==> src/rtl/icu_pkg.sv <==
// Shared parameters and types for the timer event capture unit.
package icu_pkg;
    localparam int CNT_W        = 16;
    localparam int SYNC_STAGES  = 2;
    localparam int FILT_SAMPLES = 4;
    localparam int N_SRC        = 2;
    localparam int SRC_PIN      = 0;
    localparam int SRC_CMP      = 1;

    typedef enum logic {
        EDGE_FALL = 1'b0,
        EDGE_RISE = 1'b1
    } edge_pol_e;
endpackage

==> src/rtl/icu_sync.sv <==
// Multi-bit, multi-stage synchronizer for independent asynchronous levels.
// Assumes each bit is a slow level; no bus coherency is implied.
module icu_sync #(
    parameter int W      = 2,
    parameter int STAGES = 2
) (
    input  logic         clk,
    input  logic         rst_n,
    input  logic [W-1:0] d,
    output logic [W-1:0] q
);
    logic [W-1:0] stg [STAGES];

    for (genvar i = 0; i < STAGES; i++) begin : g_stage
        if (i == 0) begin : g_first
            // first flop samples the asynchronous input
            always_ff @(posedge clk) begin
                if (!rst_n) stg[i] <= '0;
                else        stg[i] <= d;
            end
        end else begin : g_next
            // later flops resolve metastability
            always_ff @(posedge clk) begin
                if (!rst_n) stg[i] <= '0;
                else        stg[i] <= stg[i-1];
            end
        end
    end

    assign q = stg[STAGES-1];
endmodule

==> src/rtl/icu_filter.sv <==
// Glitch filter: the held level follows the input only after SAMPLES
// consecutive samples differ from it. Bypassed when filt_en is low.
// Assumes din is already synchronous to clk.
module icu_filter #(
    parameter int SAMPLES = 4
) (
    input  logic clk,
    input  logic rst_n,
    input  logic din,
    input  logic filt_en,
    output logic dout
);
    localparam int CW = (SAMPLES > 1) ? $clog2(SAMPLES) : 1;
    localparam logic [CW-1:0] LAST = CW'(SAMPLES - 1);

    logic          held_q;
    logic [CW-1:0] run_q;

    // count consecutive differing samples and adopt the level at the limit
    always_ff @(posedge clk) begin
        if (!rst_n) begin
            held_q <= 1'b0;
            run_q  <= '0;
        end else if (din == held_q) begin
            run_q  <= '0;
        end else if (run_q == LAST) begin
            held_q <= din;
            run_q  <= '0;
        end else begin
            run_q  <= run_q + 1'b1;
        end
    end

    assign dout = filt_en ? held_q : din;


    filt_hold_chk: assert property (@(posedge clk) disable iff (!rst_n)
        (din == held_q) |=> $stable(held_q));
endmodule

==> src/rtl/icu_edge.sv <==
// Edge detector: flags a transition of the event level that matches the
// programmed polarity. Assumes level is synchronous to clk.
module icu_edge import icu_pkg::*; (
    input  logic      clk,
    input  logic      rst_n,
    input  logic      level,
    input  edge_pol_e pol,
    output logic      hit
);
    logic prev_q;

    // remember the previous level
    always_ff @(posedge clk) begin
        if (!rst_n) prev_q <= 1'b0;
        else        prev_q <= level;
    end

    // compare current and previous level against the polarity
    always_comb begin
        if (pol == EDGE_RISE) hit = level & ~prev_q;
        else                  hit = ~level & prev_q;
    end


    no_double_hit_chk: assert property (@(posedge clk) disable iff (!rst_n)
        (hit && pol == EDGE_RISE) |=> !(hit && pol == EDGE_RISE));
endmodule

==> src/rtl/icu_cap_reg.sv <==
// Capture register and flag. Loads the counter on a hit unless in top-value
// mode, where only software writes load it. A set of the flag takes
// priority over any clear on the same edge.
module icu_cap_reg #(
    parameter int W = 16
) (
    input  logic         clk,
    input  logic         rst_n,
    input  logic         hit,
    input  logic         top_mode,
    input  logic         top_wr,
    input  logic [W-1:0] top_wdata,
    input  logic [W-1:0] cnt_val,
    input  logic         irq_ack,
    input  logic         flag_wr,
    input  logic         flag_wdata,
    output logic [W-1:0] cap_val,
    output logic         cap_flag
);
    logic cap_go;
    logic clr_go;

    assign cap_go = hit & ~top_mode;
    assign clr_go = irq_ack | (flag_wr & flag_wdata);

    // capture register: counter snapshot or software top value
    always_ff @(posedge clk) begin
        if (!rst_n)                  cap_val <= '0;
        else if (cap_go)             cap_val <= cnt_val;
        else if (top_mode && top_wr) cap_val <= top_wdata;
    end

    // capture flag: set wins over clear
    always_ff @(posedge clk) begin
        if (!rst_n)      cap_flag <= 1'b0;
        else if (cap_go) cap_flag <= 1'b1;
        else if (clr_go) cap_flag <= 1'b0;
    end


    cap_load_chk: assert property (@(posedge clk) disable iff (!rst_n)
        (hit && !top_mode) |=> (cap_val == $past(cnt_val)));

    set_wins_chk: assert property (@(posedge clk) disable iff (!rst_n)
        (hit && !top_mode) |=> cap_flag);

    ack_clear_chk: assert property (@(posedge clk) disable iff (!rst_n)
        (irq_ack && !hit) |=> !cap_flag);

    top_hold_chk: assert property (@(posedge clk) disable iff (!rst_n)
        (top_mode && !top_wr) |=> $stable(cap_val));
endmodule

==> src/rtl/evt_capture_unit.sv <==
// Timer event capture unit: synchronizes two event lines, selects one,
// optionally filters it, detects the programmed edge and snapshots the
// counter. Assumes cnt_val is synchronous to clk.
module evt_capture_unit import icu_pkg::*; (
    input  logic             clk,
    input  logic             rst_n,
    input  logic [CNT_W-1:0] cnt_val,
    input  logic             pin_evt,
    input  logic             cmp_evt,
    input  logic             src_cmp,
    input  logic             edge_rise,
    input  logic             filt_en,
    input  logic             irq_en,
    input  logic             irq_ack,
    input  logic             flag_wr,
    input  logic             flag_wdata,
    input  logic             top_mode,
    input  logic             top_wr,
    input  logic [CNT_W-1:0] top_wdata,
    output logic [CNT_W-1:0] cap_val,
    output logic             cap_flag,
    output logic             irq
);
    logic [N_SRC-1:0] raw_evt;
    logic [N_SRC-1:0] sync_evt;
    logic             sel_lvl;
    logic             filt_lvl;
    logic             hit;

    assign raw_evt[SRC_PIN] = pin_evt;
    assign raw_evt[SRC_CMP] = cmp_evt;

    icu_sync #(.W(N_SRC), .STAGES(SYNC_STAGES)) u_sync (
        .clk(clk), .rst_n(rst_n), .d(raw_evt), .q(sync_evt)
    );

    // source mux placed after the synchronizers
    assign sel_lvl = src_cmp ? sync_evt[SRC_CMP] : sync_evt[SRC_PIN];

    icu_filter #(.SAMPLES(FILT_SAMPLES)) u_filter (
        .clk(clk), .rst_n(rst_n), .din(sel_lvl), .filt_en(filt_en),
        .dout(filt_lvl)
    );

    icu_edge u_edge (
        .clk(clk), .rst_n(rst_n), .level(filt_lvl),
        .pol(edge_pol_e'(edge_rise)), .hit(hit)
    );

    icu_cap_reg #(.W(CNT_W)) u_cap (
        .clk(clk), .rst_n(rst_n), .hit(hit), .top_mode(top_mode),
        .top_wr(top_wr), .top_wdata(top_wdata), .cnt_val(cnt_val),
        .irq_ack(irq_ack), .flag_wr(flag_wr), .flag_wdata(flag_wdata),
        .cap_val(cap_val), .cap_flag(cap_flag)
    );

    assign irq = cap_flag & irq_en;


    irq_gate_chk: assert property (@(posedge clk) disable iff (!rst_n)
        !irq_en |-> !irq);
endmodule

==> config.mk <==
export PLATFORM = sky130hd
export DESIGN_NAME = evt_capture_unit
export DESIGN_NICKNAME = d
export VERILOG_FILES = /design/src/rtl/icu_pkg.sv /design/src/rtl/icu_sync.sv /design/src/rtl/icu_filter.sv /design/src/rtl/icu_edge.sv /design/src/rtl/icu_cap_reg.sv /design/src/rtl/evt_capture_unit.sv
export SDC_FILE = /design/constraint.sdc
export NUM_CORES = 1
export LEC_CHECK = 0
export BUFFER_PORTS_ARGS = -buffer_cell sky130_fd_sc_hd__buf_2
export CAP_MARGIN = 20
export CORE_ASPECT_RATIO = 1.5
export CORE_MARGIN = 1
export CORE_UTILIZATION = 25
export CTS_BUF_LIST = sky130_fd_sc_hd__clkbuf_16
export CTS_CLUSTER_DIAMETER = 200
export DETAILED_ROUTE_END_ITERATION = 12
export MAX_ROUTING_LAYER = met4
export PLACE_DENSITY = 0.51
export SYNTH_ARGS = -nofsm -noshare
export SYNTH_HDL_FRONTEND = slang
export SYNTH_SLANG_ARGS = --single-unit
==> constraint.sdc <==
create_clock -name clk -period 1.8 [get_ports clk]
set_input_delay 0.09 -clock clk [delete_from_list [all_inputs] [get_ports clk]]
set_output_delay 0.09 -clock clk [all_outputs]
set_load 0.03 [all_outputs]
Yosys cells after proc, flatten, opt, wreduce, memory -nomap -nowiden
Memories as Yosys holds them, arrays and structs flattened.
Cells that the tools add are included.
- memories: 1
- register bits: 21
- bits of input ports: 45
- output and inout port bits: 18
- word-level logic and storage cells: 38
- RAM bits: 4
- bitwise gates (word level): 13
- muxes and demuxes: 11
- $add $sub $neg: 1
- eq/ne operators: 2
- reduce and logical (&&, ||, !) cells: 5
- memories (name ; words ; width ; read ports ; clocked after memory_dff ; write ports ; line ; text):
    u_sync.stg ; 2 ; 2 ; 2 ; 0 ; 2 ; icu_sync.sv:12 ; logic [W-1:0] stg [STAGES];
- operators with widths (kind ; count):
    2-to-1 mux 16 bit ; 2
    2-to-1 mux 1 bit ; 7
    bitwise AND 1 bit ; 5
    NOT 1 bit ; 5
    2-to-1 mux 2 bit ; 2
    nonzero test 2 bit ; 2
    OR 1 bit ; 3
    OR reduction 3 bit ; 1
    adder 2 x 1 -> 2 bit, second input constant ; 1
    equality test 2 bit, second input constant ; 1
    AND reduction 2 bit ; 1
    equality test 1 bit ; 1
    logical AND 1 bit ; 1

Depth between registers and ports, before layout
Gate-level depths: netlist of run 1.
- depth after elaboration: 7
- mapped depth: 6
- mapped depth without buffers: 4

By module
Synthesis of run 1 repeated with hierarchy kept, for this count alone.
- cell total of the unflattened synthesis: 120
- area total of the unflattened synthesis: 1038.5 µm²
- by module, submodules not included (module ; area an instance (µm²) ; sequential area each (µm²) ; instances ; cells each):
    icu_cap_reg ; 732.0 ; 340.3 ; 1 ; 95
    icu_filter ; 130.1 ; 60.1 ; 1 ; 10
    icu_sync ; 105.1 ; 80.1 ; 1 ; 8
    icu_edge ; 50.0 ; 20.0 ; 1 ; 5
    evt_capture_unit ; 21.3 ; 0.0 ; 1 ; 2

Least setup slack after synthesis of run 1
OpenSTA, ideal clock, no wires.
- path type: register -> register
- start point: register u_filter.held_q
- end point: register u_cap.cap_val[12]
- cell stages (with the launch flop): 7
- data required time: 1.728 ns
- setup slack: 0.499 ns
- path buffers: 2
- setup time: 0.072 ns
- clock period less this slack: 1.301 ns
- arrival time: 1.230 ns
- cells stage by stage: dfxtp_1 > nor3b_1 > a21oi_1 > o221ai_1 > buf_6 > buf_12 > mux2i_1
- cells in the longest elaborated chain, start to end: 6
- elaborated cells on any way between the ends: 8
- those cells by class: mux (3); bitwise (4); reduce/logical (1)
- ends and longest elaborated chain (item ; line ; text):
    start: declaration ; icu_filter.sv:16 ; logic held_q;
    start signal: assignment ; icu_filter.sv:27 ; held_q <= din;
    2-to-1 mux 1 bit * ; icu_filter.sv:34 ; assign dout = filt_en ? held_q : din;
    NOT 1 bit ; icu_edge.sv:21 ; else hit = ~level & prev_q;
    bitwise AND 1 bit ; icu_edge.sv:21 ;
    2-to-1 mux 1 bit * ; icu_edge.sv:20 ; if (pol == EDGE_RISE) hit = level & ~prev_q;
    bitwise AND 1 bit * ; icu_cap_reg.sv:23 ; assign cap_go = hit & ~top_mode;
    2-to-1 mux 16 bit or nonzero test 2 bit (tied branches) ; - ;
    end signal: assignment ; icu_cap_reg.sv:29 ; else if (cap_go) cap_val <= cnt_val;
    end signal: assignment ; icu_cap_reg.sv:30 ; else if (top_mode && top_wr) cap_val <= top_wdata;
    end: declaration ; icu_cap_reg.sv:17 ; output logic [W-1:0] cap_val,
Every way passes the cells marked *; elsewhere a longest branch is shown, timed or not.
A chain may end at the register's enable or synchronous reset.

Worst setup path after layout of run 1
- start point: register u_filter.held_q
- end point: register u_cap.cap_val[2]
The elaborated chain is that of the path after synthesis.

==> report_table.html, run 1 <==
<table>
<tr><th>Metric</th><th>Value</th></tr>
<tr><th colspan="2">CTS</th></tr>
<tr><td>Cell at the root of the clock tree</td><td>clkbuf_16</td></tr>
<tr><td>Hold-fix buffer count after cts</td><td>0</td></tr>
<tr><td>Total clock buffers created by CTS</td><td>3</td></tr>
<tr><td># Post-CTS Setup Buffers</td><td>0</td></tr>
<tr><td>Depth of the CTS H-tree</td><td>1</td></tr>
<tr><td>Number of buffers between clock root and the deepest sink</td><td>2</td></tr>
<tr><td>CTS tree</td><td>yes</td></tr>
<tr><td>Resized cells post-CTS</td><td>0</td></tr>
<tr><td>TritonCTS Sinks</td><td>25</td></tr>
<tr><td>Clk Latency, worst-skew pair</td><td>roughly 250 ps</td></tr>
<tr><td>CTS clk-pin slew, worst paths</td><td>around 60 ps</td></tr>
<tr><th colspan="2">Setup path</th></tr>
<tr><td>Kind of capture point of the worst setup path</td><td>flip-flop</td></tr>
<tr><td>Required time worst endpoint</td><td>roughly 2000 ps</td></tr>
<tr><td>Setup Crit Path Kind</td><td>flip-flop to flip-flop</td></tr>
<tr><td>Worst endpoint data arrival time</td><td>approximately 1700 ps</td></tr>
<tr><td>Reg-to-reg critical path startpoint</td><td>u_filter.held_q</td></tr>
<tr><td>Highest net fanout along the worst path</td><td>12</td></tr>
<tr><td>Startpoint class of the critical path</td><td>flip-flop</td></tr>
<tr><td>Setup crit start</td><td>u_filter.held_q</td></tr>
<tr><th colspan="2">Yosys</th></tr>
<tr><td>Top cells by instance count after synthesis</td><td>nand2_1 (36), dfxtp_1 (25), mux2_2 (16), mux2i_1 (16), and2_1 (6)</td></tr>
<tr><td>Most numerous cell in the Yosys netlist</td><td>nand2_1</td></tr>
<tr><td>Main area contributors after synthesis</td><td>dfxtp_1 (42%), mux2_2 (15%), mux2i_1 (13%)</td></tr>
<tr><td>Number of distinct library cells after synthesis</td><td>25</td></tr>
<tr><td>Fraction of the yosys area taken by sequential cells</td><td>between 40% and 50%</td></tr>
<tr><td>Gate Count Post-Synth</td><td>125</td></tr>
<tr><td>Area of the mapped netlist</td><td>0.00120 mm²</td></tr>
<tr><td>Share of synthesized flip-flops with an asynchronous set or reset</td><td>0%</td></tr>
<tr><td>Number of warnings issued by yosys</td><td>0</td></tr>
<tr><td>Number of register bits inferred by synthesis</td><td>25</td></tr>
<tr><td>Net count after synthesis</td><td>around 170</td></tr>
<tr><td>Avg Inst Size Synth</td><td>~9.6 µm²</td></tr>
<tr><td>Post-synth EDFFs</td><td>0</td></tr>
<tr><td>Largest area contributor in the synthesized netlist</td><td>dfxtp_1</td></tr>
<tr><td>Most instantiated flip-flop cell in the synthesis netlist</td><td>dfxtp_1</td></tr>
<tr><td>Area share of the largest cell type after synthesis</td><td>41.8%</td></tr>
<tr><th colspan="2">Routing</th></tr>
<tr><td>Pre-Repair DR Iteration Count</td><td>2</td></tr>
<tr><td>Routed vias/inst</td><td>around 4.2</td></tr>
<tr><td>Violation count after the first detailed-routing iteration</td><td>6</td></tr>
<tr><td>Average wire per standard cell</td><td>between 10 and 15 µm</td></tr>
<tr><td>DRT antenna net count</td><td>0</td></tr>
<tr><td>Wire length reported by the detailed router</td><td>roughly 2700 µm</td></tr>
<tr><td>Vias after detailed routing</td><td>1057</td></tr>
<tr><td>Remaining routing DRC violations</td><td>0</td></tr>
<tr><th colspan="2">Finish</th></tr>
<tr><td>Ratio of cells with drive above 1 in the final layout</td><td>roughly 46%</td></tr>
<tr><td>ANT cells</td><td>0</td></tr>
<tr><td>Count of filler cells inserted in the layout</td><td>530</td></tr>
<tr><td>Total number of nets in the final design</td><td>approximately 230</td></tr>
<tr><td>Relative area change from synthesis to final layout</td><td>38.3%</td></tr>
<tr><th colspan="2">Flow run</th></tr>
<tr><td>Max capacitance violation total</td><td>0</td></tr>
<tr><th colspan="2">Timing</th></tr>
<tr><td>Actual slew at the worst max-slew pin</td><td>around 630 ps</td></tr>
<tr><td>Total count of max-transition violations in the final report</td><td>0</td></tr>
<tr><td>Final Setup Violations</td><td>0</td></tr>
<tr><td>RSZ-0062 raised after global routing</td><td>false</td></tr>
<tr><td>Crit path setup slack, layout</td><td>around 260 ps</td></tr>
<tr><td>Clk_skew</td><td>2.88 ps</td></tr>
<tr><td>Count of endpoints failing hold in the final timing report</td><td>0</td></tr>
<tr><td>Worst slew margin relative to its limit</td><td>about 58%</td></tr>
<tr><td>Accumulated negative setup slack</td><td>0 ps</td></tr>
<tr><td>Fmax</td><td>approximately 650 MHz</td></tr>
<tr><td>Crit path time final</td><td>1540 ps</td></tr>
<tr><td>Period Utilization, post-route</td><td>about 86%</td></tr>
<tr><th colspan="2">Min path</th></tr>
<tr><td>Hold path startpoint</td><td>pin_evt</td></tr>
<tr><td>HP Class</td><td>primary input to flip-flop</td></tr>
<tr><th colspan="2">Power and ir drop</th></tr>
<tr><td>VDD IR max</td><td>between 0.3 and 0.4 mV</td></tr>
<tr><td>Leakage power</td><td>approximately 0.78 nW</td></tr>
<tr><td>Pwr dens</td><td>about 780 mW/mm²</td></tr>
<tr><th colspan="2">Placed design</th></tr>
<tr><td>Placement-stage worst setup slack</td><td>approximately 250 ps</td></tr>
<tr><td>Gpl congestion</td><td>~0.69</td></tr>
<tr><td>Post-detail-place hpwl</td><td>between 2000 and 2500 µm</td></tr>
<tr><td>Count of port buffers added during placement</td><td>62</td></tr>
<tr><th colspan="2">Floorplanning</th></tr>
<tr><td>Number of top-level pins</td><td>between 60 and 70</td></tr>
<tr><td>Core region area</td><td>approximately 0.0046 mm²</td></tr>
<tr><td>Initial core utilization</td><td>between 20% and 30%</td></tr>
<tr><td>Standard-cell row count</td><td>30</td></tr>
<tr><td>Die outline width</td><td>~59 µm</td></tr>
<tr><td>Die area</td><td>approximately 0.0051 mm²</td></tr>
<tr><td>Die extent in y</td><td>around 87 µm</td></tr>
<tr><th colspan="2">Global route</th></tr>
<tr><td>Vias in the first global route</td><td>slightly below 1000</td></tr>
<tr><td>Maximum number of pins on one net before global-route repair</td><td>41</td></tr>
<tr><td>Global routing usage summed across all routing layers</td><td>11.5%</td></tr>
<tr><td>Total congestion overflow after global routing</td><td>0</td></tr>
<tr><td>Initial antenna violation count</td><td>0</td></tr>
<tr><td>Wire length of the first global-routing pass</td><td>around 4300 µm</td></tr>
<tr><th colspan="2">Outcome</th></tr>
<tr><td>Outcome</td><td>finished clean</td></tr>
</table>
-- final timing paths --
| path | slack [ps] | cells past startpoint | end |
|---|---|---|---|
| max | 260 | 5 | u_cap.cap_val[2] |
| min reg2reg | 430 | 1 | u_filter.run_q[0] |
| min | 40 | 2 | u_sync.stg[0][0] |
| max reg2reg | 260 | 5 | u_cap.cap_val[2] |
-- critical path, stage by stage, from the launching register on --
cell and delay, ps:
dfxtp_1 350, nor3b_1 200, a21oi_1 80, o221ai_2 430
buf_12 220, mux2i_1 180
-- kinds of logic (layout without fill, tap and decap cells) --
logic type      count (synthesis)  after routing  synth area share, %
flops                          25             25                 41.8
simple gates                   50             50                 18.4
xor+xnor                        1              1                0.731
buf+inv                         9             71                 4.91
mux                            33             33                 29.5
compound gates                  6              6                 3.65
fa+ha+maj                       1              1                 1.04
-- per-layer routing --
| layer | vias to the layer above | routed length (µm) | part of all wire [%] | track usage, % |
|---|---|---|---|---|
| li1 | 543 | - | - | - |
| met1 | 483 | 1140 | 42 | 12.9 |
| met2 | 29 | 1400 | 52 | 19.7 |
| met3 | 2 | 118 | 4.4 | 1.94 |
| met4 | 0 | 38 | 1.4 | 5.19 |
| met5 | - | 0 | 0 | - |
-- area by class of cell --
class | instances | area [µm²] | share of cell area, %
multi-input cells | 91 | 646 | 38.9
flip-flops and latches | 25 | 500 | 30.2
repair buffers | 65 | 345 | 20.8
well taps | 64 | 80.1 | 4.83
clock buffers | 3 | 75.1 | 4.53
inverters | 2 | 7.51 | 0.453
clock inverters | 1 | 3.75 | 0.226
-- cells in the final DEF, fill, tap and decap left out, types with 2 or more instances in the layout --
cell type / Yosys / layout
mux2_2: 16 / 16
buf_2: 1 / 62
nor2_1: 3 / 3
inv_1: 2 / 3
dfxtp_1: 25 / 25
clkbuf_16: 0 / 3
buf_4: 0 / 2
and2_1: 6 / 6
mux2i_1: 16 / 16
nand2_1: 36 / 36
-- registers in the layout (all words and copies together), names as in the netlist --
name	count
u_cap.cap_val	16
u_filter.run_q	2
u_edge.prev_q	1
u_filter.held_q	1
u_cap.cap_flag	1
u_sync.stg	4
-- power breakdown --
group          total [mW]  leakage [nW]  internal [mW]  switching [mW]
combinational       0.215         0.530          0.102           0.113
sequential          0.591         0.205          0.580          0.0112
clock               0.481        0.0423          0.297           0.184
total                1.29         0.777          0.978           0.309
-- stage by stage --
| step | hold slack [ps] | instance area (µm²) | instances | power (mW) | utilization (%) |
|---|---|---|---|---|---|
| 5_1_grt | 46.6 | 1660 | 251 | 1.35 | 36.2 |
| 2_1_floorplan | 217 | 1200 | 125 | 0.736 | - |
| 4_1_cts | 37.1 | 1660 | 251 | 1.31 | 36.2 |
| 6_report | 37.4 | 1660 | 251 | 1.29 | 36.2 |
| 3_3_place_gp | 296 | 1580 | 247 | 0.822 | 34.5 |
| 3_5_place_dp | 301 | 1580 | 247 | 0.822 | 34.5 |
(Power assumes the default switching activity.)
==> run 2: changes to the inputs <==
--- a/config.mk
+++ b/config.mk
@@ -13,7 +13,6 @@
 export CTS_BUF_LIST = sky130_fd_sc_hd__clkbuf_16
 export CTS_CLUSTER_DIAMETER = 200
 export DETAILED_ROUTE_END_ITERATION = 12
-export MAX_ROUTING_LAYER = met4
 export PLACE_DENSITY = 0.51
 export SYNTH_ARGS = -nofsm -noshare
 export SYNTH_HDL_FRONTEND = slang
==> run 2 against run 1 <==
Net effect: clock skew barely moved; total power did not move; critical path depth did not move; critical path type unchanged; final cell count did not move; clock power barely moved; largest power group unchanged.
==> report_table.html, run 2 (synthesized netlist as in run 1, its figures left out) <==
<table>
<tr><th>Metric</th><th>Value</th></tr>
<tr><th colspan="2">Outcome</th></tr>
<tr><td>Outcome</td><td>finished clean</td></tr>
<tr><th colspan="2">Timing</th></tr>
<tr><td>Worst slew margin relative to its limit</td><td>58.2%</td></tr>
<tr><td>Count of endpoints failing hold in the final timing report</td><td>0</td></tr>
<tr><td>Actual slew at the worst max-slew pin</td><td>between 600 and 700 ps</td></tr>
<tr><td>RSZ-0062 raised after global routing</td><td>false</td></tr>
<tr><td>Period Utilization, post-route</td><td>between 80% and 90%</td></tr>
<tr><td>Fmax</td><td>roughly 650 MHz</td></tr>
<tr><td>Total count of max-transition violations in the final report</td><td>0</td></tr>
<tr><td>Accumulated negative setup slack</td><td>0 ps</td></tr>
<tr><td>Final Setup Violations</td><td>0</td></tr>
<tr><td>Clk_skew</td><td>roughly 2.9 ps</td></tr>
<tr><td>Crit path time final</td><td>around 1500 ps</td></tr>
<tr><th colspan="2">Floorplanning</th></tr>
<tr><td>Initial core utilization</td><td>approximately a quarter</td></tr>
<tr><td>Standard-cell row count</td><td>30</td></tr>
<tr><td>Die area</td><td>0.00508 mm²</td></tr>
<tr><td>Number of top-level pins</td><td>between 60 and 70</td></tr>
<tr><td>Die extent in y</td><td>a little under 90 µm</td></tr>
<tr><td>Core region area</td><td>0.00458 mm²</td></tr>
<tr><td>Die outline width</td><td>between 50 and 60 µm</td></tr>
<tr><th colspan="2">Setup path</th></tr>
<tr><td>Highest net fanout along the worst path</td><td>12</td></tr>
<tr><td>Startpoint class of the critical path</td><td>flip-flop</td></tr>
<tr><td>Required time worst endpoint</td><td>between 1500 and 2000 ps</td></tr>
<tr><td>Kind of capture point of the worst setup path</td><td>flip-flop</td></tr>
<tr><td>Worst endpoint data arrival time</td><td>approximately 1700 ps</td></tr>
<tr><td>Cells on worst reg2reg path</td><td>5</td></tr>
<tr><td>Setup Crit Path Kind</td><td>flip-flop to flip-flop</td></tr>
<tr><th colspan="2">CTS</th></tr>
<tr><td>Cell at the root of the clock tree</td><td>clkbuf_16</td></tr>
<tr><td>Resized cells post-CTS</td><td>0</td></tr>
<tr><td>CTS tree</td><td>yes</td></tr>
<tr><td>Clk Latency, worst-skew pair</td><td>~250 ps</td></tr>
<tr><td>Number of buffers between clock root and the deepest sink</td><td>2</td></tr>
<tr><td>Total clock buffers created by CTS</td><td>3</td></tr>
<tr><td>Depth of the CTS H-tree</td><td>1</td></tr>
<tr><td># Post-CTS Setup Buffers</td><td>0</td></tr>
<tr><td>CTS clk-pin slew, worst paths</td><td>60 ps</td></tr>
<tr><td>TritonCTS Sinks</td><td>25</td></tr>
<tr><td>Hold-fix buffer count after cts</td><td>0</td></tr>
<tr><th colspan="2">Global route</th></tr>
<tr><td>Maximum number of pins on one net before global-route repair</td><td>41</td></tr>
<tr><td>Global routing usage summed across all routing layers</td><td>between 10% and 20%</td></tr>
<tr><td>Vias in the first global route</td><td>about 970</td></tr>
<tr><td>Wire length of the first global-routing pass</td><td>4290 µm</td></tr>
<tr><td>Total congestion overflow after global routing</td><td>0</td></tr>
<tr><td>Initial antenna violation count</td><td>0</td></tr>
<tr><th colspan="2">Flow run</th></tr>
<tr><td>Max capacitance violation total</td><td>0</td></tr>
<tr><th colspan="2">Routing</th></tr>
<tr><td>Violation count after the first detailed-routing iteration</td><td>6</td></tr>
<tr><td>Vias after detailed routing</td><td>between 1000 and 1500</td></tr>
<tr><td>Wire length reported by the detailed router</td><td>about 2700 µm</td></tr>
<tr><td>Remaining routing DRC violations</td><td>0</td></tr>
<tr><td>DRT antenna net count</td><td>0</td></tr>
<tr><td>Average wire per standard cell</td><td>around 11 µm</td></tr>
<tr><td>Routed vias/inst</td><td>4.21</td></tr>
<tr><td>Pre-Repair DR Iteration Count</td><td>2</td></tr>
<tr><th colspan="2">Power and ir drop</th></tr>
<tr><td>Internal power consumption</td><td>between 0.9 and 1 mW</td></tr>
<tr><td>Clock share of power</td><td>37.4%</td></tr>
<tr><td>Reg power frac</td><td>between 40% and 50%</td></tr>
<tr><td>Pwr dens</td><td>roughly 780 mW/mm²</td></tr>
<tr><td>Reported net switching power</td><td>roughly 0.31 mW</td></tr>
<tr><td>VDD IR max</td><td>around 0.37 mV</td></tr>
<tr><td>Switching power as a share of total power</td><td>24.0%</td></tr>
<tr><td>Combinational share of power</td><td>around 17%</td></tr>
<tr><td>Leakage power</td><td>between 0.7 and 0.8 nW</td></tr>
<tr><th colspan="2">Finish</th></tr>
<tr><td>Total number of nets in the final design</td><td>234</td></tr>
<tr><td>Cell area after layout</td><td>0.00166 mm²</td></tr>
<tr><td>Most common library cell in the layout ignoring fill and taps</td><td>buf_2</td></tr>
<tr><td>Largest register FFs</td><td>16</td></tr>
<tr><td>Commonest non-fill, non-tap cells in the layout</td><td>buf_2 (62), nand2_1 (36), dfxtp_1 (25)</td></tr>
<tr><td>Largest registers</td><td>u_cap.cap_val: 16 flops, u_sync.stg: 4 flops, u_filter.run_q: 2 flops</td></tr>
<tr><td>Register with the highest flop count</td><td>u_cap.cap_val</td></tr>
<tr><td>ANT cells</td><td>0</td></tr>
<tr><td>Non-Filler Instances</td><td>around 250</td></tr>
<tr><td>Core utilization of the finished layout</td><td>a little over a third</td></tr>
<tr><td>Relative area change from synthesis to final layout</td><td>38.3%</td></tr>
<tr><td>Ratio of cells with drive above 1 in the final layout</td><td>a little under half</td></tr>
<tr><th colspan="2">Placed design</th></tr>
<tr><td>Cell count after placement</td><td>247</td></tr>
<tr><td>DP Area</td><td>between 0.0015 and 0.002 mm²</td></tr>
<tr><td>Post-detail-place hpwl</td><td>2040 µm</td></tr>
<tr><td>Gpl congestion</td><td>around 0.68</td></tr>
<tr><td>Count of port buffers added during placement</td><td>62</td></tr>
<tr><th colspan="2">Min path</th></tr>
<tr><td>Cell count of the worst hold path</td><td>2</td></tr>
<tr><td>HP Class</td><td>primary input to flip-flop</td></tr>
</table>
## run 2: final timing paths
check	from	endpoint	slack, ps
max reg2reg	u_filter.held_q	u_cap.cap_val[2]	260
min	pin_evt	u_sync.stg[0][0]	40
min reg2reg	u_filter.run_q[0]	u_filter.run_q[0]	430
max	u_filter.held_q	u_cap.cap_val[2]	260
## run 2: per-stage QoR
stage	setup slack [ps]	hold WS [ps]	total power, mW
after global placement	278	296	0.822
after detailed placement	255	301	0.822
after global routing	95.4	46.6	1.35
final	259	37.4	1.29
after CTS	224	37.1	1.31
after floorplan	499	217	0.736
## run 2: area by class of cell
cell class	instances	area, µm²
Clock buffer	3	75.1
Clock inverter	1	3.75
Fill cell	530	2920
Inverter	2	7.51
Multi-Input combinational cell	91	646
Sequential cell	25	500
Tap cell	64	80.1
Timing Repair Buffer	65	345
## run 2: worst max-delay path, stage by stage, from the launching register on
cell,delay (ps)
dfxtp_1,350
nor3b_1,200
a21oi_1,80
o221ai_2,430
buf_12,220
mux2i_1,180
## run 2: metal layers
metal  GRT usage, %  routed length, µm
met5              0                  0
met4           5.19                 38
met3           1.94                118
met2           19.7               1400
met1           12.9               1140
## run 2: power by group through the flow
| stage | Combinational, mW | Clock (mW) | Sequential (mW) |
|---|---|---|---|
| global placement | 0.219 | 0 | 0.603 |
| finish | 0.215 | 0.481 | 0.591 |
| global route | 0.237 | 0.521 | 0.594 |
| CTS | 0.220 | 0.497 | 0.592 |
| floorplan | 0.0912 | 0 | 0.644 |
| detailed placement | 0.219 | 0 | 0.604 |
==> run 3: changes to the inputs <==
--- a/config.mk
+++ b/config.mk
@@ -7,13 +7,16 @@
 export LEC_CHECK = 0
 export BUFFER_PORTS_ARGS = -buffer_cell sky130_fd_sc_hd__buf_2
 export CAP_MARGIN = 20
+export CELL_PAD_IN_SITES_DETAIL_PLACEMENT = 1
+export CELL_PAD_IN_SITES_GLOBAL_PLACEMENT = 2
 export CORE_ASPECT_RATIO = 1.5
 export CORE_MARGIN = 1
-export CORE_UTILIZATION = 25
+export CORE_UTILIZATION = 24
 export CTS_BUF_LIST = sky130_fd_sc_hd__clkbuf_16
 export CTS_CLUSTER_DIAMETER = 200
+export CTS_CLUSTER_SIZE = 24
 export DETAILED_ROUTE_END_ITERATION = 12
-export PLACE_DENSITY = 0.51
+export PLACE_DENSITY = 0.79
 export SYNTH_ARGS = -nofsm -noshare
 export SYNTH_HDL_FRONTEND = slang
 export SYNTH_SLANG_ARGS = --single-unit
==> run 3 against run 2 <==
Net effect: worst setup slack gained 5.2 ps; clock skew is essentially flat; maximum frequency grew 0.34%; die area grew 4.0%; via count shrank 0.66%; count of clock-buffer cells in the layout is the same; sequential power is essentially flat.
==> report_table.html, run 3 (synthesized netlist as in run 1, its figures left out) <==
<table>
<tr><th>Metric</th><th>Value</th></tr>
<tr><th colspan="2">Routing</th></tr>
<tr><td>Wire length reported by the detailed router</td><td>2880 µm</td></tr>
<tr><td>Remaining routing DRC violations</td><td>0</td></tr>
<tr><td>Violation count after the first detailed-routing iteration</td><td>8</td></tr>
<tr><td>Vias after detailed routing</td><td>1050</td></tr>
<tr><td>Routed vias/inst</td><td>roughly 4.2</td></tr>
<tr><td>Pre-Repair DR Iteration Count</td><td>4</td></tr>
<tr><td>Average wire per standard cell</td><td>between 10 and 15 µm</td></tr>
<tr><td>DRT antenna net count</td><td>0</td></tr>
<tr><th colspan="2">Power and ir drop</th></tr>
<tr><td>Internal power consumption</td><td>between 0.9 and 1 mW</td></tr>
<tr><td>Leakage power</td><td>roughly 0.78 nW</td></tr>
<tr><td>Combinational share of power</td><td>17.0%</td></tr>
<tr><td>Clock share of power</td><td>a little under two fifths</td></tr>
<tr><td>Final Power</td><td>around 1.3 mW</td></tr>
<tr><td>Pwr dens</td><td>between 700 and 800 mW/mm²</td></tr>
<tr><td>Reg power frac</td><td>46.0%</td></tr>
<tr><td>Switching power as a share of total power</td><td>23.7%</td></tr>
<tr><td>VDD IR max</td><td>0.272 mV</td></tr>
<tr><td>Reported net switching power</td><td>between 0.3 and 0.4 mW</td></tr>
<tr><th colspan="2">Floorplanning</th></tr>
<tr><td>Initial core utilization</td><td>24.9%</td></tr>
<tr><td>Die extent in y</td><td>a little under 90 µm</td></tr>
<tr><td>Number of top-level pins</td><td>between 60 and 70</td></tr>
<tr><td>Die area</td><td>approximately 0.0053 mm²</td></tr>
<tr><td>Die outline width</td><td>just under 60 µm</td></tr>
<tr><td>Core region area</td><td>slightly below 0.005 mm²</td></tr>
<tr><td>Standard-cell row count</td><td>31</td></tr>
<tr><th colspan="2">Finish</th></tr>
<tr><td>Register with the highest flop count</td><td>u_cap.cap_val</td></tr>
<tr><td>Commonest non-fill, non-tap cells in the layout</td><td>buf_2 (62), nand2_1 (36), dfxtp_1 (25)</td></tr>
<tr><td>Largest register FFs</td><td>16</td></tr>
<tr><td>Most common library cell in the layout ignoring fill and taps</td><td>buf_2</td></tr>
<tr><td>Total number of nets in the final design</td><td>~230</td></tr>
<tr><td>Count of filler cells inserted in the layout</td><td>about 620</td></tr>
<tr><td>ANT cells</td><td>0</td></tr>
<tr><td>Largest registers</td><td>u_cap.cap_val: 16 flops, u_sync.stg: 4 flops, u_filter.run_q: 2 flops</td></tr>
<tr><td>Ratio of cells with drive above 1 in the final layout</td><td>a little under half</td></tr>
<tr><td>Relative area change from synthesis to final layout</td><td>38.9%</td></tr>
<tr><th colspan="2">CTS</th></tr>
<tr><td>Hold-fix buffer count after cts</td><td>0</td></tr>
<tr><td>Clk Latency, worst-skew pair</td><td>250 ps</td></tr>
<tr><td>Resized cells post-CTS</td><td>0</td></tr>
<tr><td># Post-CTS Setup Buffers</td><td>0</td></tr>
<tr><td>CTS clk-pin slew, worst paths</td><td>60 ps</td></tr>
<tr><td>Depth of the CTS H-tree</td><td>1</td></tr>
<tr><td>TritonCTS Sinks</td><td>25</td></tr>
<tr><td>CTS tree</td><td>yes</td></tr>
<tr><td>Number of buffers between clock root and the deepest sink</td><td>2</td></tr>
<tr><td>Total clock buffers created by CTS</td><td>3</td></tr>
<tr><td>Cell at the root of the clock tree</td><td>clkbuf_16</td></tr>
<tr><th colspan="2">Timing</th></tr>
<tr><td>Total count of max-transition violations in the final report</td><td>0</td></tr>
<tr><td>Worst Hold Margin</td><td>roughly 40 ps</td></tr>
<tr><td>Clk_skew</td><td>~2.9 ps</td></tr>
<tr><td>Actual slew at the worst max-slew pin</td><td>650 ps</td></tr>
<tr><td>Final Setup Violations</td><td>0</td></tr>
<tr><td>Period Utilization, post-route</td><td>between 80% and 90%</td></tr>
<tr><td>Worst slew margin relative to its limit</td><td>a little under three fifths</td></tr>
<tr><td>Crit path time final</td><td>approximately 1500 ps</td></tr>
<tr><td>Accumulated negative setup slack</td><td>0 ps</td></tr>
<tr><td>Crit path setup slack, layout</td><td>264 ps</td></tr>
<tr><td>Fmax</td><td>roughly 650 MHz</td></tr>
<tr><td>Count of endpoints failing hold in the final timing report</td><td>0</td></tr>
<tr><td>RSZ-0062 raised after global routing</td><td>false</td></tr>
<tr><th colspan="2">Placed design</th></tr>
<tr><td>Gpl congestion</td><td>~0.69</td></tr>
<tr><td>Post-detail-place hpwl</td><td>2170 µm</td></tr>
<tr><td>Count of port buffers added during placement</td><td>62</td></tr>
<tr><td>Placement-stage worst setup slack</td><td>around 230 ps</td></tr>
<tr><th colspan="2">Setup path</th></tr>
<tr><td>Startpoint class of the critical path</td><td>flip-flop</td></tr>
<tr><td>Required time worst endpoint</td><td>1990 ps</td></tr>
<tr><td>Highest net fanout along the worst path</td><td>12</td></tr>
<tr><td>Worst endpoint data arrival time</td><td>~1700 ps</td></tr>
<tr><td>Crit path max-delay cell type</td><td>o221ai_2</td></tr>
<tr><td>Largest stage delay on the critical path</td><td>420 ps</td></tr>
<tr><td>Sequence of cells on the critical path</td><td>nor3b_1, a21oi_1, o221ai_2, buf_12, mux2i_1</td></tr>
<tr><td>Kind of capture point of the worst setup path</td><td>flip-flop</td></tr>
<tr><td>Setup Crit Path Kind</td><td>flip-flop to flip-flop</td></tr>
<tr><td>CP top delay family</td><td>compound AO/OA/AOI/OAI gates</td></tr>
<tr><td>Buffer and inverter count on the worst path</td><td>1</td></tr>
<tr><th colspan="2">Global route</th></tr>
<tr><td>Vias in the first global route</td><td>1023</td></tr>
<tr><td>Wire length of the first global-routing pass</td><td>approximately 4500 µm</td></tr>
<tr><td>Global routing usage summed across all routing layers</td><td>11.5%</td></tr>
<tr><td>Total congestion overflow after global routing</td><td>0</td></tr>
<tr><td>Initial antenna violation count</td><td>0</td></tr>
<tr><td>Maximum number of pins on one net before global-route repair</td><td>slightly above 40</td></tr>
<tr><th colspan="2">Outcome</th></tr>
<tr><td>Outcome</td><td>finished clean</td></tr>
<tr><th colspan="2">Flow run</th></tr>
<tr><td>Max capacitance violation total</td><td>0</td></tr>
<tr><th colspan="2">Min path</th></tr>
<tr><td>HP Class</td><td>primary input to flip-flop</td></tr>
</table>
-- run 3: cell types whose count changed in the layout (fill, tap and decap cells not counted), sizes merged --
cell / change
buf: -1
-- run 3: worst paths after layout --
kind	startpoint	to	slack [ps]	cells after the start
min reg2reg	u_filter.run_q[0]	u_filter.run_q[0]	420	1
min	cmp_evt	u_sync.stg[0][1]	40	2
max	u_filter.held_q	u_cap.cap_val[0]	260	5
max reg2reg	u_filter.held_q	u_cap.cap_val[0]	260	5
-- run 3: worst register-to-register path, cell delays in order, from the launching register on --
cell and delay [ps]:
dfxtp_1 350, nor3b_1 210, a21oi_1 80, o221ai_2 430, buf_12 220, mux2i_1 190
-- run 3: power by group through the flow --
stage / sequential, mW / clock (mW) / combinational, mW
after floorplan: 0.644 / 0 / 0.0912
after CTS: 0.592 / 0.502 / 0.224
after detailed placement: 0.604 / 0 / 0.222
final: 0.591 / 0.475 / 0.218
after global routing: 0.594 / 0.513 / 0.241
after global placement: 0.603 / 0 / 0.221
-- run 3: layout make-up --
type	count	area (µm²)	share of cell area [%]
Multi-Input combinational cell	91	646	38.8
Sequential cell	25	500	30.1
Timing Repair Buffer	64	350	21.0
Tap cell	66	82.6	4.96
Clock buffer	3	75.1	4.51
Inverter	2	7.51	0.451
Clock inverter	1	3.75	0.225
-- run 3: layer usage --
layer  share of wire [%]  GRT usage (%)  wire, µm  vias up
li1                    -              -         -      537
met3                 5.6           1.90       161        2
met1                  39           12.4      1130      474
met4                 1.6           5.07        46        0
met5                   0              0         0        -
met2                  54           21.3      1550       37
-- run 3: through the flow --
step / cell area [µm²] / std cells / utilization [%]
floorplan: 1200 / 125 / -
global placement: 1590 / 248 / 33.0
detailed placement: 1590 / 248 / 33.0
CTS: 1670 / 252 / 34.6
global route: 1670 / 252 / 34.6
finish: 1670 / 252 / 34.6
